$ cat src/rtl/ipt_pkg.sv
package ipt_pkg;
  typedef enum logic [1:0] {
    WS_IDLE = 2'd0,
    WS_WALK = 2'd1,
    WS_RESP = 2'd2
  } walk_state_t;
endpackage

$ cat src/rtl/ipt_hash.sv
module ipt_hash #(
  parameter int VPN_W = 16,
  parameter int IDX_W = 3
) (
  input  logic [VPN_W-1:0] vpn_i,
  output logic [IDX_W-1:0] idx_o
);
  localparam int HALF = VPN_W / 2;

  logic [HALF-1:0] fold;
  assign fold = vpn_i[HALF-1:0] ^ vpn_i[2*HALF-1:HALF];

  // Fold the half-width value down to the anchor index width
  always_comb begin
    idx_o = '0;
    for (int i = 0; i < HALF; i++) begin
      idx_o[i % IDX_W] = idx_o[i % IDX_W] ^ fold[i];
    end
  end
endmodule

$ cat src/rtl/ipt_store.sv
module ipt_store #(
  parameter int VPN_W   = 16,
  parameter int ASID_W  = 4,
  parameter int FRAME_W = 4,
  parameter int HAT_W   = 3
) (
  input  logic               clk,
  input  logic               rst_n,
  input  logic               hat_we,
  input  logic [HAT_W-1:0]   hat_widx,
  input  logic               hat_wvalid,
  input  logic [FRAME_W-1:0] hat_whead,
  input  logic               ent_we,
  input  logic [FRAME_W-1:0] ent_widx,
  input  logic [VPN_W-1:0]   ent_wvpn,
  input  logic [ASID_W-1:0]  ent_wasid,
  input  logic [FRAME_W-1:0] ent_wnext,
  input  logic               ent_wlast,
  input  logic [HAT_W-1:0]   hat_ridx,
  output logic               hat_rvalid,
  output logic [FRAME_W-1:0] hat_rhead,
  input  logic [FRAME_W-1:0] ent_ridx,
  output logic [VPN_W-1:0]   ent_rvpn,
  output logic [ASID_W-1:0]  ent_rasid,
  output logic [FRAME_W-1:0] ent_rnext,
  output logic               ent_rlast
);
  localparam int HAT_N  = 1 << HAT_W;
  localparam int FRAMES = 1 << FRAME_W;

  logic               anc_v    [HAT_N];
  logic [FRAME_W-1:0] anc_head [HAT_N];
  logic [VPN_W-1:0]   tab_vpn  [FRAMES];
  logic [ASID_W-1:0]  tab_asid [FRAMES];
  logic [FRAME_W-1:0] tab_next [FRAMES];
  logic               tab_last [FRAMES];

  for (genvar g = 0; g < HAT_N; g++) begin : g_anchor
    always_ff @(posedge clk) begin
      if (!rst_n) begin
        anc_v[g]    <= 1'b0;
        anc_head[g] <= '0;
      end else if (hat_we && hat_widx == HAT_W'(g)) begin
        anc_v[g]    <= hat_wvalid;
        anc_head[g] <= hat_whead;
      end
    end
  end

  for (genvar g = 0; g < FRAMES; g++) begin : g_entry
    always_ff @(posedge clk) begin
      if (!rst_n) begin
        tab_vpn[g]  <= '0;
        tab_asid[g] <= '0;
        tab_next[g] <= '0;
        tab_last[g] <= 1'b1;
      end else if (ent_we && ent_widx == FRAME_W'(g)) begin
        tab_vpn[g]  <= ent_wvpn;
        tab_asid[g] <= ent_wasid;
        tab_next[g] <= ent_wnext;
        tab_last[g] <= ent_wlast;
      end
    end
  end

  assign hat_rvalid = anc_v[hat_ridx];
  assign hat_rhead  = anc_head[hat_ridx];
  assign ent_rvpn   = tab_vpn[ent_ridx];
  assign ent_rasid  = tab_asid[ent_ridx];
  assign ent_rnext  = tab_next[ent_ridx];
  assign ent_rlast  = tab_last[ent_ridx];

  // an anchor write is visible on the next cycle
  p_anchor_write_r10: assert property (@(posedge clk) disable iff (!rst_n)
    hat_we |=> (anc_v[$past(hat_widx)] == $past(hat_wvalid)));
endmodule

$ cat src/rtl/ipt_walk.sv
module ipt_walk
  import ipt_pkg::*;
#(
  parameter int VPN_W    = 16,
  parameter int ASID_W   = 4,
  parameter int FRAME_W  = 4,
  parameter int MAX_HOPS = 6
) (
  input  logic               clk,
  input  logic               rst_n,
  input  logic               req_valid,
  output logic               req_ready,
  input  logic [VPN_W-1:0]   req_vpn,
  input  logic [ASID_W-1:0]  req_asid,
  output logic               rsp_valid,
  input  logic               rsp_ready,
  output logic [FRAME_W-1:0] rsp_frame,
  output logic               rsp_fault,
  input  logic               anc_valid,
  input  logic [FRAME_W-1:0] anc_head,
  output logic [FRAME_W-1:0] ent_idx,
  input  logic [VPN_W-1:0]   ent_vpn,
  input  logic [ASID_W-1:0]  ent_asid,
  input  logic [FRAME_W-1:0] ent_next,
  input  logic               ent_last
);
  localparam int HOP_W = $clog2(MAX_HOPS + 1);

  walk_state_t        state;
  logic [VPN_W-1:0]   key_vpn;
  logic [ASID_W-1:0]  key_asid;
  logic [FRAME_W-1:0] ptr;
  logic [HOP_W-1:0]   hops;
  logic               res_fault;
  logic               hit;
  logic               budget_out;

  assign hit        = (ent_vpn == key_vpn) && (ent_asid == key_asid);
  assign budget_out = (hops == HOP_W'(MAX_HOPS - 1));
  assign ent_idx    = ptr;
  assign req_ready  = (state == WS_IDLE);
  assign rsp_valid  = (state == WS_RESP);
  assign rsp_frame  = ptr;
  assign rsp_fault  = res_fault;

  always_ff @(posedge clk) begin
    if (!rst_n) begin
      state     <= WS_IDLE;
      key_vpn   <= '0;
      key_asid  <= '0;
      ptr       <= '0;
      hops      <= '0;
      res_fault <= 1'b0;
    end else begin
      unique case (state)
        WS_IDLE: if (req_valid) begin
          key_vpn  <= req_vpn;
          key_asid <= req_asid;
          hops     <= '0;
          if (!anc_valid) begin
            ptr       <= '0;
            res_fault <= 1'b1;
            state     <= WS_RESP;
          end else begin
            ptr   <= anc_head;
            state <= WS_WALK;
          end
        end
        WS_WALK: begin
          if (hit) begin
            res_fault <= 1'b0;
            state     <= WS_RESP;
          end else if (ent_last || budget_out) begin
            ptr       <= '0;
            res_fault <= 1'b1;
            state     <= WS_RESP;
          end else begin
            ptr  <= ent_next;
            hops <= hops + 1'b1;
          end
        end
        WS_RESP: if (rsp_ready) state <= WS_IDLE;
        default: state <= WS_IDLE;
      endcase
    end
  end

  p_rsp_hold_r8: assert property (@(posedge clk) disable iff (!rst_n)
    (rsp_valid && !rsp_ready) |=> (rsp_valid && $stable(rsp_frame) && $stable(rsp_fault)));

  p_rsp_retire_r8: assert property (@(posedge clk) disable iff (!rst_n)
    $fell(rsp_valid) |-> $past(rsp_ready));

  p_one_in_flight_r9: assert property (@(posedge clk) disable iff (!rst_n)
    rsp_valid |-> !req_ready);

  p_empty_fault_r5: assert property (@(posedge clk) disable iff (!rst_n)
    (req_ready && req_valid && !anc_valid) |=> (rsp_valid && rsp_fault));

  p_hit_keys_r3: assert property (@(posedge clk) disable iff (!rst_n)
    (rsp_valid && !rsp_fault) |-> (ent_vpn == key_vpn && ent_asid == key_asid));
endmodule

$ cat src/rtl/ipt_walker.sv
module ipt_walker #(
  parameter int VPN_W    = 16,
  parameter int ASID_W   = 4,
  parameter int FRAME_W  = 4,
  parameter int HAT_W    = 3,
  parameter int MAX_HOPS = 6
) (
  input  logic               clk,
  input  logic               rst_n,
  input  logic               cfg_hat_we,
  input  logic [HAT_W-1:0]   cfg_hat_idx,
  input  logic               cfg_hat_valid,
  input  logic [FRAME_W-1:0] cfg_hat_head,
  input  logic               cfg_ent_we,
  input  logic [FRAME_W-1:0] cfg_ent_idx,
  input  logic [VPN_W-1:0]   cfg_ent_vpn,
  input  logic [ASID_W-1:0]  cfg_ent_asid,
  input  logic [FRAME_W-1:0] cfg_ent_next,
  input  logic               cfg_ent_last,
  input  logic               req_valid,
  output logic               req_ready,
  input  logic [VPN_W-1:0]   req_vpn,
  input  logic [ASID_W-1:0]  req_asid,
  output logic               rsp_valid,
  input  logic               rsp_ready,
  output logic [FRAME_W-1:0] rsp_frame,
  output logic               rsp_fault
);
  logic [HAT_W-1:0]   hash_idx;
  logic               anc_valid;
  logic [FRAME_W-1:0] anc_head;
  logic [FRAME_W-1:0] ent_idx;
  logic [VPN_W-1:0]   ent_vpn;
  logic [ASID_W-1:0]  ent_asid;
  logic [FRAME_W-1:0] ent_next;
  logic               ent_last;

  ipt_hash #(.VPN_W(VPN_W), .IDX_W(HAT_W)) u_hash (
    .vpn_i(req_vpn),
    .idx_o(hash_idx)
  );

  ipt_store #(.VPN_W(VPN_W), .ASID_W(ASID_W), .FRAME_W(FRAME_W), .HAT_W(HAT_W)) u_store (
    .clk       (clk),
    .rst_n     (rst_n),
    .hat_we    (cfg_hat_we),
    .hat_widx  (cfg_hat_idx),
    .hat_wvalid(cfg_hat_valid),
    .hat_whead (cfg_hat_head),
    .ent_we    (cfg_ent_we),
    .ent_widx  (cfg_ent_idx),
    .ent_wvpn  (cfg_ent_vpn),
    .ent_wasid (cfg_ent_asid),
    .ent_wnext (cfg_ent_next),
    .ent_wlast (cfg_ent_last),
    .hat_ridx  (hash_idx),
    .hat_rvalid(anc_valid),
    .hat_rhead (anc_head),
    .ent_ridx  (ent_idx),
    .ent_rvpn  (ent_vpn),
    .ent_rasid (ent_asid),
    .ent_rnext (ent_next),
    .ent_rlast (ent_last)
  );

  ipt_walk #(.VPN_W(VPN_W), .ASID_W(ASID_W), .FRAME_W(FRAME_W), .MAX_HOPS(MAX_HOPS)) u_walk (
    .clk      (clk),
    .rst_n    (rst_n),
    .req_valid(req_valid),
    .req_ready(req_ready),
    .req_vpn  (req_vpn),
    .req_asid (req_asid),
    .rsp_valid(rsp_valid),
    .rsp_ready(rsp_ready),
    .rsp_frame(rsp_frame),
    .rsp_fault(rsp_fault),
    .anc_valid(anc_valid),
    .anc_head (anc_head),
    .ent_idx  (ent_idx),
    .ent_vpn  (ent_vpn),
    .ent_asid (ent_asid),
    .ent_next (ent_next),
    .ent_last (ent_last)
  );
endmodule

$ cat config.mk
export PLATFORM = sky130hd
export DESIGN_NAME = ipt_walker
export DESIGN_NICKNAME = d
export VERILOG_FILES = /design/src/rtl/ipt_pkg.sv /design/src/rtl/ipt_hash.sv /design/src/rtl/ipt_store.sv /design/src/rtl/ipt_walk.sv /design/src/rtl/ipt_walker.sv
export SDC_FILE = /design/constraint.sdc
export NUM_CORES = 1
export LEC_CHECK = 0
export BUFFER_PORTS_ARGS = -buffer_cell sky130_fd_sc_hd__buf_2
export CAP_MARGIN = 20
export CORE_UTILIZATION = 50
export DETAILED_ROUTE_END_ITERATION = 10
export PLACE_DENSITY = 0.66
export SYNTH_ARGS = -nofsm -noshare
export SYNTH_HDL_FRONTEND = slang
export SYNTH_SLANG_ARGS = --single-unit
$ cat constraint.sdc
create_clock -name clk -period 4.2 [get_ports clk]
set_input_delay 0.42 -clock clk [delete_from_list [all_inputs] [get_ports clk]]
set_output_delay 0.42 -clock clk [all_outputs]
set_load 0.02 [all_outputs]
* Word-level counts from Yosys, hierarchy flattened *
Memory sizes are Yosys's and may differ from the RTL's. A register that Yosys moved wholly into a read port is not among the register bits.
Index checks and enable logic that the tools add are counted.

storage, ports and cells
  memories kept = 6
  word-level logic and storage cells = 348
  RAM bits = 440
  register bits after elaboration = 30
  input bits = 63
  bits in latches = 0
  ROM bits = 0

memories
  name              depth  bits a word  rd ports  clocked after memory_dff  wr ports  RTL line         source
  u_store.tab_vpn   16     16           1         1                         16        ipt_store.sv:33  logic [VPN_W-1:0] tab_vpn [FRAMES];
  u_store.tab_asid  16     4            1         1                         16        ipt_store.sv:34  logic [ASID_W-1:0] tab_asid [FRAMES];
  u_store.tab_next  16     4            1         1                         16        ipt_store.sv:35  logic [FRAME_W-1:0] tab_next [FRAMES];
  u_store.anc_head  8      4            1         0                         8         ipt_store.sv:32  logic [FRAME_W-1:0] anc_head [HAT_N];
  u_store.tab_last  16     1            1         1                         16        ipt_store.sv:36  logic tab_last [FRAMES];
  u_store.anc_v     8      1            1         0                         8         ipt_store.sv:31  logic anc_v [HAT_N];

cells by class
  $add $sub $neg = 1
  divide/modulo/power cells = 0
  bitwise operators = 86
  equality and inequality tests = 33
  reductions and logical operators = 35
  multipliers = 0
  shift-type cells = 0
  order comparisons = 0
  muxes and demuxes = 181

operators with widths
  kind                                                 number
  2-to-1 mux 16 bit                                    16
  2-to-1 mux 4 bit                                     52
  2-to-1 mux 1 bit                                     101
  OR 1 bit                                             80
  equality test 4 bit, second input constant           8
  logical AND 1 bit                                    25
  equality test 16 bit                                 1
  equality test 4 x 3 -> 1 bit, second input constant  4
  equality test 3 bit, second input constant           5
  2-to-1 mux 2 bit                                     5
  2-to-1 mux 3 bit                                     3
  equality test 4 x 2 -> 1 bit, second input constant  2
  inequality test 2 bit, second input constant         4
  one-hot mux 4 bit (2 select lines)                   1
  AND reduction 4 bit                                  2
  XOR 8 bit                                            1
  equality test 3 x 2 -> 1 bit, second input constant  2
  one-hot mux 2 bit (3 select lines)                   1
  one-hot mux 3 bit (2 select lines)                   1
  AND reduction 3 bit                                  2
  XOR 1 bit                                            5
  equality test 4 x 1 -> 1 bit, second input constant  1
  equality test 4 bit                                  1
  logical NOT 4 bit                                    1
  other kinds (12)                                     12

* Depth between registers and ports, before layout *
An unclocked memory read counts as a cell.

  depth after elaboration = 9
  mapped depth = 12

* Hierarchy *
From an unflattened synthesis, not the netlist that was laid out.

second synthesis, totals
  cells, all modules = 1444
  area total of the unflattened synthesis = 21624.5 um^2

by module, submodules not included
  module     cells an instance  area each (um^2)  times used
  ipt_store  1245               19872.8           1
  ipt_walk   188                1612.8            1
  ipt_hash   11                 138.9             1

* Least setup slack after synthesis *
OpenSTA, ideal clock, no wires.

  path type = in2reg
  from = input port cfg_ent_idx[2]
  to = memory u_store.tab_asid[1][0] (enable)
  arrival time = 2748 ps
  stages on the path = 2
  slack = 1010 ps
  cells stage by stage = or3b_2 o21ai_0

RTL lines
  element          RTL line          source
  start, declared  ipt_walker.sv:15  input logic [FRAME_W-1:0] cfg_ent_idx,
  end, declared    ipt_store.sv:34

==> impl_metrics.env <==
export IMPL_rr_worst_depth=9
export IMPL_yosysTopAreaCell="edfxtp_1"
export IMPL_setup_tns_ns=0
export IMPL_crit_buf_inv=1
export IMPL_ir_worst_vdd_mv=0.3672
export IMPL_core_area_sq_mm=0.04346
export IMPL_die_area_sq_mm=0.04531
export IMPL_outcome="finished clean"
export IMPL_fp_dieH_um=212.9
export IMPL_dpl_cell_area_sq_mm=0.02338
export IMPL_design_area_sq_mm=0.02514
export IMPL_cp_required_ns=4.70
export IMPL_start_util=0.5116
export IMPL_cts_setup_buffers=0
export IMPL_routed_via_density=5.819
export IMPL_clk_pin_slew_ns=0.06
export IMPL_wirelength_mm=59.02
export IMPL_htree_levels=2
export IMPL_seq_area_sq_mm=0.01389
export IMPL_path_delay_family="compound AO/OA/AOI/OAI gates"
export IMPL_leakage_nw=8.662
export IMPL_cts_tree="done"
export IMPL_holdWs_ns=0.07782
export IMPL_first_pass_iters=5
export IMPL_antenna_found_initial=6
export IMPL_path_cells="buf_12, mux4_2, xnor2_1, nand4_1, a211oi_1, a41oi_1, nor2_2, o2bb2ai_4, mux2i_1"
export IMPL_post_route_min_period_ns=3.498
export IMPL_hold_path_class="input pin to flip-flop"
export IMPL_drc=0
export IMPL_worstPathMaxFanout=35
export IMPL_synth_top_cell_area_share=0.5930
export IMPL_setup_viol=0
export IMPL_period_share=0.8330
export IMPL_wl_per_cell_um=26.41
export IMPL_nFillCells=3387
export IMPL_reg2reg_slack_ns=0.70
export IMPL_synth_area_top_cells="edfxtp_1 (59%), and2_1 (12%), mux4_2 (9.1%), mux2i_1 (4.3%), dfxtp_1 (3.2%)"
export IMPL_cts_resized=0
export IMPL_drive_above_1_share=0.2064
export IMPL_slowest_delay_ns=0.75
export IMPL_cts_max_path_buffers=3
export IMPL_root_buffer="clkbuf_16"
export IMPL_path_class="flip-flop to flip-flop"
export IMPL_syn_cell_area_sq_mm=0.02223
export IMPL_worstHoldStart="req_asid[0]"
export IMPL_worstSetupEndpointType="flip-flop"
export IMPL_ys_seq_elements=474
export IMPL_fmax_ghz=0.2858
export IMPL_finalMaxSlewViolations=0
export IMPL_hold_path_end="u_walk.key_asid[0]"
export IMPL_syn_nets=1617
export IMPL_rsz0062_at_grt="no"
export IMPL_postSynthCellCount=1552
export IMPL_ys_seq_area_frac=0.6245
export IMPL_routabilityCongestion=0.8355
export IMPL_hold_buffers=0
export IMPL_critPathLaunchType="flip-flop"
export IMPL_whs_path_depth=3
export IMPL_slowest_stage="dfxtp_4"
export IMPL_worst_slew_pin_slew_ns=1.087
export IMPL_post_synth_top_count_cell="edfxtp_1"
export IMPL_multi_input_area_sq_mm=0.008005
export IMPL_hold_violations=0
export IMPL_die_x_um=212.9
export IMPL_clock_sinks=474
export IMPL_max_slew_margin_rel=0.2745
export IMPL_fin_nets=1671
export IMPL_yosys_cell_types_count=56
export IMPL_place_detailed_hpwl_mm=35.85
export IMPL_io_pins=70
export IMPL_cts_buffers=49
export IMPL_grt_ovfl_total=0
export IMPL_clock_latency_ns=0.60
export IMPL_syn_avg_cell_area_sq_um=14.32
export IMPL_finClkSkew_ns=0.03581
export IMPL_synth_warning_count=0
export IMPL_grt_max_degree=46
export IMPL_row_count=76
export IMPL_ant_nets=0
export IMPL_synth_flop_cell="edfxtp_1"
export IMPL_vias=13010
export IMPL_power_per_cell_area_mw_per_mm2=496.1
export IMPL_synth_edf_count=439
export IMPL_area_growth_pct=13.08
export IMPL_port_buffer_count=69
export IMPL_grt_use_total=0.2685
export IMPL_maxCapViolCount=0
export IMPL_async_flop_share=0
export IMPL_synth_commonest_cells="edfxtp_1 (439), and2_1 (427), mux2i_1 (95), mux4_2 (90), clkbuf_1 (77)"
export IMPL_drt_iter0_markers=1226
export IMPL_grt_pass1_wl_mm=85.93
export IMPL_cp_arrival_ns=4.00
export IMPL_grt_pass1_vias=13000
==> area by class of cell <==
| cell class | instances | share of cell area |
|---|---|---|
| sequential | 474 | 0.5527 |
| multi-input combinational | 957 | 0.3184 |
| clock buffer | 65 | 0.05405 |
| timing repair buffer | 119 | 0.02917 |
| tap | 585 | 0.02912 |
| clock inverter | 27 | 0.01548 |
| inverter | 5 | 0.0007466 |
| antenna | 3 | 0.0002986 |
==> layer usage <==
| layer | track usage | up-vias | wire length (um) |
|---|---|---|---|
| met4 | 0.09228 | 2 | 1854 |
| met3 | 0.04912 | 124 | 4521 |
| met5 | 0 | - | 13 |
| met2 | 0.4346 | 553 | 28030 |
| li1 | - | 5763 | - |
| met1 | 0.3655 | 6563 | 24610 |
==> flip-flops by register name (all words and copies together) (netlist names), 8 cells and up, named ones only <==
signal / count
u_store.anc_head: 32
u_store.anc_v: 8
u_store.tab_asid: 64
u_store.tab_last: 16
u_store.tab_next: 64
u_store.tab_vpn: 256
u_walk.key_vpn: 16
==> tightest hold or removal path, cell delays in order <==
cell,delay (ns)
buf_2,0.10
nand2_1,0.04
a21oi_1,0.05
==> kinds of logic (layout without fill, tap and decap cells) <==
kind of cell | Yosys count | after routing | synth area share
and+or+nand+nor | 613 | 613 | 0.1619
adders and majority gates | 2 | 2 | 0.001125
DFF | 474 | 474 | 0.6245
xor gates and xnor gates | 51 | 51 | 0.02105
other | 0 | 3 | 0
AOI/OAI and AO/OA | 102 | 102 | 0.03011
buffers and inverters | 121 | 216 | 0.02533
muxes | 189 | 189 | 0.1360
==> through the flow <==
stage,setup slack [ns],power [W],utilization,std cells
5_1_grt,0.4595,0.01286,0.5784,2233
3_3_place_gp,0.7550,0.007800,0.5381,2140
2_1_floorplan,1.010,0.007187,-,1552
6_report,0.7015,0.01247,0.5785,2235
4_1_cts,0.6860,0.01252,0.5783,2232
3_5_place_dp,0.7262,0.007832,0.5381,2140
==> worst max path at each step <==
stage	from	to	slack [ns]	depth (start not counted)
after floorplan	cfg_ent_idx[2]	u_store.tab_asid[1][0]	1.01	2
after global placement	flip-flop	flip-flop	0.75	9
after detailed placement	flip-flop	u_walk.hops[2]	0.73	8
after CTS	flip-flop	flip-flop	0.69	9
after global routing	flip-flop	flip-flop	0.46	9
final	flip-flop	flip-flop	0.70	9
==> cells in the final DEF (no fill, tap or decap), types with 16 or more instances in the layout <==
| master | n |
|---|---|
| or3_1 | 17 |
| edfxtp_1 | 439 |
| o21ai_4 | 16 |
| and2_1 | 427 |
| mux2i_1 | 95 |
| buf_2 | 69 |
| xnor2_1 | 33 |
| clkbuf_16 | 51 |
| dfxtp_1 | 32 |
| nor2_1 | 19 |
| o21ai_0 | 16 |
| xor2_1 | 16 |
| buf_4 | 49 |
| a21oi_1 | 25 |
| nand2_1 | 64 |
| nor2_2 | 17 |
| mux4_2 | 90 |
==> where the power goes <==
group          switching, W  internal, W  leakage (nW)
sequential         0.000275      0.00547          4.50
combinational       0.00109     0.000909          3.31
clock               0.00184      0.00289         0.846
total               0.00320      0.00927          8.66
Note: power is estimated with default switching activity, not from simulation.
